File: src/rtl/altpin_pkg.sv
package altpin_pkg;
  localparam int ADDR_W = 2;
  typedef enum logic [ADDR_W-1:0] {
    OFS_PIN  = 2'd0,
    OFS_DIR  = 2'd1,
    OFS_PORT = 2'd2
  } reg_ofs_e;
endpackage

File: src/rtl/altpin_regs.sv
module altpin_regs
  import altpin_pkg::*;
#(
  parameter int N = 8
) (
  input  logic              clk,
  input  logic              rst,
  input  logic              wr,
  input  logic              rd,
  input  logic [ADDR_W-1:0] addr,
  input  logic [N-1:0]      wdata,
  input  logic [N-1:0]      tog,
  input  logic [N-1:0]      pin_q,
  output logic [N-1:0]      dir_q,
  output logic [N-1:0]      port_q,
  output logic [N-1:0]      rdata
);
  logic wr_dir, wr_port;
  assign wr_dir  = wr && (addr == OFS_DIR);
  assign wr_port = wr && (addr == OFS_PORT);

  always_ff @(posedge clk) begin
    if (rst) begin
      dir_q  <= '0;
      port_q <= '0;
      rdata  <= '0;
    end else begin
      if (wr_dir) dir_q <= wdata;
      if (wr_port) port_q <= wdata;      // bus write has priority over toggles
      else         port_q <= port_q ^ tog;
      if (rd) begin
        case (addr)
          OFS_PIN:  rdata <= pin_q;
          OFS_DIR:  rdata <= dir_q;
          OFS_PORT: rdata <= port_q;
          default:  rdata <= '0;
        endcase
      end
    end
  end

  AST_TOGGLE_FLIP: assert property (@(posedge clk) disable iff (rst)
    !wr_port |=> (port_q ^ $past(port_q)) == $past(tog));
  AST_WRITE_WINS: assert property (@(posedge clk) disable iff (rst)
    wr_port |=> port_q == $past(wdata));
  AST_RD_HOLD: assert property (@(posedge clk) disable iff (rst)
    !rd |=> $stable(rdata));
endmodule

File: src/rtl/altpin_cell.sv
module altpin_cell (
  input  logic dir_bit,
  input  logic port_bit,
  input  logic pull_dis,
  input  logic sleep,
  input  logic pu_en,
  input  logic pu_val,
  input  logic oe_en,
  input  logic oe_val,
  input  logic dv_en,
  input  logic dv_val,
  input  logic ie_en,
  input  logic ie_val,
  input  logic pad_in,
  output logic pad_oe,
  output logic pad_out,
  output logic pad_pullup,
  output logic din
);
  logic in_on;

  always_comb begin
    pad_pullup = pu_en ? pu_val : (!dir_bit && port_bit && !pull_dis);
    pad_oe     = oe_en ? oe_val : dir_bit;
    pad_out    = dv_en ? dv_val : port_bit;
    in_on      = ie_en ? ie_val : !sleep;
    din        = pad_in && in_on;
  end
endmodule

File: src/rtl/altpin_sync.sv
module altpin_sync #(
  parameter int N      = 8,
  parameter int STAGES = 2
) (
  input  logic         clk,
  input  logic         rst,
  input  logic [N-1:0] d,
  output logic [N-1:0] q
);
  logic [N-1:0] stg [STAGES];

  always_ff @(posedge clk) begin
    if (rst) begin
      for (int s = 0; s < STAGES; s++) stg[s] <= '0;
    end else begin
      stg[0] <= d;
      for (int s = 1; s < STAGES; s++) stg[s] <= stg[s-1];
    end
  end

  assign q = stg[STAGES-1];

  generate
    if (STAGES == 2) begin : g_chk
      AST_SYNC_LAT: assert property (@(posedge clk) disable iff (rst || $past(rst) || $past(rst, 2))
        q == $past(d, 2));
    end
  endgenerate
endmodule

File: src/rtl/altpin_port.sv
module altpin_port
  import altpin_pkg::*;
#(
  parameter int N           = 8,
  parameter int SYNC_STAGES = 2
) (
  input  logic              clk,
  input  logic              rst,
  input  logic              bus_wr,
  input  logic              bus_rd,
  input  logic [ADDR_W-1:0] bus_addr,
  input  logic [N-1:0]      bus_wdata,
  output logic [N-1:0]      bus_rdata,
  input  logic              pull_dis,
  input  logic              sleep,
  input  logic [N-1:0]      pu_ovr_en,
  input  logic [N-1:0]      pu_ovr_val,
  input  logic [N-1:0]      oe_ovr_en,
  input  logic [N-1:0]      oe_ovr_val,
  input  logic [N-1:0]      dv_ovr_en,
  input  logic [N-1:0]      dv_ovr_val,
  input  logic [N-1:0]      tog_req,
  input  logic [N-1:0]      ie_ovr_en,
  input  logic [N-1:0]      ie_ovr_val,
  input  logic [N-1:0]      pad_in,
  output logic [N-1:0]      pad_out,
  output logic [N-1:0]      pad_oe,
  output logic [N-1:0]      pad_pullup,
  output logic [N-1:0]      raw_din
);
  logic [N-1:0] dir_q, port_q, pin_q;

  altpin_regs #(.N(N)) u_regs (
    .clk(clk), .rst(rst), .wr(bus_wr), .rd(bus_rd), .addr(bus_addr),
    .wdata(bus_wdata), .tog(tog_req), .pin_q(pin_q),
    .dir_q(dir_q), .port_q(port_q), .rdata(bus_rdata)
  );

  altpin_sync #(.N(N), .STAGES(SYNC_STAGES)) u_sync (
    .clk(clk), .rst(rst), .d(raw_din), .q(pin_q)
  );

  generate
    for (genvar g = 0; g < N; g++) begin : g_pin
      altpin_cell u_cell (
        .dir_bit(dir_q[g]), .port_bit(port_q[g]),
        .pull_dis(pull_dis), .sleep(sleep),
        .pu_en(pu_ovr_en[g]), .pu_val(pu_ovr_val[g]),
        .oe_en(oe_ovr_en[g]), .oe_val(oe_ovr_val[g]),
        .dv_en(dv_ovr_en[g]), .dv_val(dv_ovr_val[g]),
        .ie_en(ie_ovr_en[g]), .ie_val(ie_ovr_val[g]),
        .pad_in(pad_in[g]),
        .pad_oe(pad_oe[g]), .pad_out(pad_out[g]),
        .pad_pullup(pad_pullup[g]), .din(raw_din[g])
      );

      AST_PUD_BLOCKS: assert property (@(posedge clk) disable iff (rst)
        (!pu_ovr_en[g] && pull_dis) |-> !pad_pullup[g]);
      AST_PU_OVR: assert property (@(posedge clk) disable iff (rst)
        pu_ovr_en[g] |-> pad_pullup[g] == pu_ovr_val[g]);
      AST_OE_OVR: assert property (@(posedge clk) disable iff (rst)
        oe_ovr_en[g] |-> pad_oe[g] == oe_ovr_val[g]);
      AST_SLEEP_GATE: assert property (@(posedge clk) disable iff (rst)
        (!ie_ovr_en[g] && sleep) |-> !raw_din[g]);
    end
  endgenerate
endmodule

File: config.mk
export PLATFORM = sky130hd
export DESIGN_NAME = altpin_port
export DESIGN_NICKNAME = d
export VERILOG_FILES = /design/src/rtl/altpin_pkg.sv /design/src/rtl/altpin_regs.sv /design/src/rtl/altpin_cell.sv /design/src/rtl/altpin_sync.sv /design/src/rtl/altpin_port.sv
export SDC_FILE = /design/constraint.sdc
export NUM_CORES = 1
export LEC_CHECK = 0
export ABC_AREA = 1
export BUFFER_PORTS_ARGS = -buffer_cell sky130_fd_sc_hd__buf_2
export CAP_MARGIN = 40
export CORE_ASPECT_RATIO = 0.9
export CORE_UTILIZATION = 47
export DETAILED_ROUTE_END_ITERATION = 10
export PLACE_DENSITY_LB_ADDON = 0.08
export SLEW_MARGIN = 20
export SYNTH_ARGS = -nofsm -noshare
export SYNTH_HDL_FRONTEND = slang
export SYNTH_SLANG_ARGS = --single-unit
File: constraint.sdc
create_clock -name clk -period 1.4 [get_ports clk]
set_input_delay 0.21 -clock clk [delete_from_list [all_inputs] [get_ports clk]]
set_output_delay 0.21 -clock clk [all_outputs]
set_load 0.01 [all_outputs]
# After elaboration in Yosys (flattened, before gate mapping)
# Memories as Yosys holds them, arrays and structs flattened.
# Cells that the tools add are included.
totals:
  ff_bits: 24
  elab_cells: 85
  ram_bits: 16
  n_memories: 1
  output_inout_bits: 40
op_classes:
  muxes: 39
  bitwise_logic: 3
  eq_ne: 2
  n_reduce_logical: 37
mem_list:
  columns: ["memory", "depth", "word_bits", "rd", "rd_clocked_by_memory_dff", "wr", "line_no", "source"]
  rows:
  - ["u_sync.stg", 2, 8, 2, 0, 2, "altpin_sync.sv:10", "logic [N-1:0] stg [STAGES];"]
ops:
  columns: ["op", "n"]
  rows:
  - ["$mux 1", 35]
  - ["$logic_and 1x1->1", 26]
  - ["$mux 8", 3]
  - ["$pmux 8 s3", 1]
  - ["$logic_not 1->1", 10]
  - ["$xor 8x8->8", 1]
  - ["$eq 2x1->1 const B", 1]
  - ["$eq 2x2->1 const B", 1]
  - ["$logic_not 2->1", 1]
  - ["$or 1x1->1", 2]

# Logic depth before layout (Yosys ltp)
depth:
  ltp_word: 4
  mapped_depth: 6
  mapped_depth_nobuf: 5

# Hierarchy
# From an unflattened synthesis, not the netlist that was laid out.
unflattened:
  hier_cells: 332
  area_unflattened_um2: 2172.1
modules_own_cells:
  columns: ["mod", "n_inst", "seq_area_each_um2", "area_each_um2", "cells_per_inst"]
  rows:
  - ["altpin_regs", 1, 480.5, 1137.3, 146]
  - ["altpin_sync", 1, 320.3, 534.3, 58]
  - ["altpin_cell", 8, 0.0, 62.6, 16]

# Worst setup path after synthesis
# OpenSTA, ideal clock, no wires.
synth_path:
  kind: "register -> output"
  start: "register u_regs.port_q[0]"
  end: "output pad_out[0]"
  path_stages_with_launch: 3
  n_path_buf: 1
  slack_ns: 0.490
  required_time_ns: 1.190
  arrival_time_ns: 0.700
  cell_sequence: "dfxtp_1 > mux2_2 > buf_4"
synth_between:
  elab_chain_len: 1
synth_rtl:
  columns: ["item", "line_no", "source"]
  rows:
  - ["start, declared", "altpin_regs.sv:15", "output logic [N-1:0] port_q,"]
  - ["start signal, assigned", "altpin_regs.sv:29", "if (wr_port) port_q <= wdata;"]
  - ["start signal, assigned", "altpin_regs.sv:30", "else port_q <= port_q ^ tog;"]
  - ["$mux 1", "altpin_cell.sv:25", "pad_out = dv_en ? dv_val : port_bit;"]
  - ["end, declared", "altpin_port.sv:26", "output logic [N-1:0] pad_out,"]
# Every way passes these cells.

# Final worst setup path
layout_path:
  start: "register u_regs.port_q[1]"
  end: "output pad_pullup[1]"
layout_between:
  elab_chain_len: 3
layout_rtl:
  columns: ["item", "line_no", "source"]
  rows:
  - ["$logic_and 1x1->1 (2 in series)", "altpin_cell.sv:23", "pad_pullup = pu_en ? pu_val : (!dir_bit && port_bit && !pull_dis);"]
  - ["$mux 1", "altpin_cell.sv:23", null]
  - ["end, declared", "altpin_port.sv:28", "output logic [N-1:0] pad_pullup,"]
# Every way passes these cells.

==> results.ini <==
[sta]
report.final.setup_viol = 0
fin_skew_ps = 2.40
final.period_utilization_pct = 91.5
final.min_clock_period_ps = 1280
relSlewSlack_pct = 71.1
fin_tns_setup_ps = 0
fin_hold_ws_ps = 166
hold_viol = 0
slew_viol_final = 0
max_freq_mhz = 780
rsz0062_at_grt = no
tightestPinTransition_ps = 433

[clock_network]
tritoncts = built
cts_root_buf = clkbuf_8
cts_hold_buf = 0
clk_pin_slew_ps = 70
post_cts_buffers = 0
htree_levels = 2
clkSinkCount = 40
cts_buffer_depth = 2
cts-buffers-inserted = 5
clock_latency_ps = 280
cts_resized = 0

[critical_path]
crit_arrival_ps = 1070
cp_num_buf_inv = 1
critPathTopFamily = flip-flops
startpoint_type = flip-flop
timing_worst_setup_path_type = reg2out
worstPathRequired_ps = 1190
worst-path-max-fanout = 4
cpPeakStageDelay_ps = 410
slowest_stage = dfxtp_1
path_cells = nand3_1, o21ai_0, buf_2
endpoint_kind = primary output

[routing]
wl_per_cell_microns = 9.96
drt_iter0_markers = 77
via_count = 2256
drt_wl_total_microns = 4820
route.antenna.remaining_nets = 0
drt-pass1-iter-count = 5
drc_errors = 0
via_per_inst = 4.66

[placed_design]
dp_hpwl_microns = 3920
place_congestion = 0.753
numPortBuffers = 135

[yosys]
synthCells = 313
ys.flop_type = dfxtp_1
synth.distinct_cells = 23
synth_edf_count = 0
synth-seq-cells = 40
synthArstFlopShare_pct = 0
syn_avg_cell_area_sq_um = 7.51
yosysWarnings = 0
syn-cell-area_sq_um = 2350
synth_nets = 409
yosysSeqAreaShare_pct = 34.1

[status]
status = completed

[layout]
finish.utilization_pct = 61.2
finalNetCount = 514
area_growth_pct = 25.9
num_antenna_cells = 0
final_layout_size_suffix_gt1_share_pct = 43.9

[global_route]
met1_usage_pct = 23.3
track_usage_pct = 19.5
met2_usage_pct = 34.6
met3_usage_pct = 3.97
grt_pass1_wl_microns = 8450
busiest_layer = met2
grt_pass1_vias = 2066
grt_max_degree = 24
overflow = 0
antenna_found_initial = 0

[hold_path]
hp-class = in2reg

[pwr]
p_per_area_nw_per_um2 = 923
ir_drop_uv = 534
power_leakage_nw = 1.50

[die]
coreArea_sq_um = 4830
die_w_microns = 76.5
io_pins = 136
dieArea_sq_um = 5290
die_h_microns = 69.1
initial_core_util_pct = 48.6
rows = 24

[run]
maxCapViolCount = 0

==> cell type report <==
class | count | area, sq um
fillers | 480 | 1880
multi-input cells | 195 | 1110
flip-flops and latches | 40 | 802
repair buffers | 138 | 711
inverters | 38 | 150
well taps | 65 | 81.3
clock buffers | 6 | 72.6
clock inverters | 2 | 35.0
==> synthesized netlist by cell type, types with 2 or more instances <==
library cell,n,area share (%)
mux2_2,8,3.8
a21oi_2,8,3.0
a21oi_1,8,1.7
a211oi_2,8,4.3
dfxtp_1,40,34
inv_1,35,5.6
nand3_1,32,6.8
o21ai_0,16,3.4
clkbuf_1,3,0.48
buf_6,3,1.4
xor2_1,8,3.0
buf_4,32,10
nand2_2,8,2.1
nor2_1,32,5.1
nor4_1,8,2.1
nor3_1,8,1.7
buf_1,2,0.32
nand3_4,2,1.5
nand2_1,48,7.7
==> logic make-up (layout without fill, tap and decap cells) <==
kind of cell / after synthesis / count (layout) / synth area share [%]
simple gates: 139 / 139 / 27.9
buf+inv: 78 / 184 / 18.8
compound gates: 40 / 40 / 12.4
flops: 40 / 40 / 34.1
xor+xnor: 8 / 8 / 2.98
mux: 8 / 8 / 3.83
==> cell usage in the layout (no fill, tap or decap) <==
cell type,synthesis,routed
dfxtp_2,0,1
nand2_1,48,48
buf_2,0,135
clkbuf_8,0,5
nand3_4,2,2
a21oi_2,8,8
xor2_1,8,8
buf_4,32,2
mux2_2,8,8
o21ai_1,0,3
nor2_8,1,1
clkinv_1,1,1
nor3_1,8,8
clkbuf_1,3,1
inv_8,1,1
clkinv_2,0,1
nor2_1,32,32
dfxtp_1,40,39
nand3_1,32,32
a211oi_2,8,8
buf_12,0,1
nor4_1,8,8
inv_1,35,34
bufinv_16,0,1
a21oi_1,8,8
nand2_2,8,8
inv_2,1,2
o21ai_0,16,13
==> path summary, 6_finish.rpt <==
kind	slack [ps]	startpoint	cells after the start	to
worst max-delay path	120	u_regs.port_q[1]	3	pad_pullup[1]
worst min-delay path	170	pad_in[1]	3	u_sync.stg[0][1]
worst max register to register	570	u_regs.port_q[5]	4	u_regs.rdata[5]
worst min register to register	400	u_sync.stg[0][0]	2	u_sync.stg[0][8]
==> tightest hold or removal path, stage by stage <==
cell    delay [ps]
buf_2          100
inv_1           60
nor4_1          50
==> layer usage <==
metal | share of wire [%] | up-vias
li1 | - | 1192
met1 | 45 | 986
met2 | 48 | 73
met3 | 5.6 | 5
met4 | 0.91 | 0
met5 | 0 | -
==> metrics by stage <==
stage,worst slack [ps],instance area [sq um],instances,total power (W)
detailed placement,196,2850,476,0.00186
finish,119,2960,484,0.00273
CTS,59.5,2960,484,0.00276
global route,6.93,2960,484,0.00288
global placement,233,2850,476,0.00185
floorplan,490,2350,313,0.00169
==> power by group <==
group	internal, W	switching (W)	leakage, nW	total (W)
sequential	0.00120	0.0000458	0.328	0.00125
clock	0.000529	0.000372	0.0552	0.000901
combinational	0.000282	0.000301	1.11	0.000583
==> state kept, by name (all words and copies together), names as in the netlist <==
signal         cells
u_regs.dir_q       8
u_regs.rdata       8
u_regs.port_q      8
u_sync.stg        16
No activity file was read; power rests on OpenSTA's default activity.
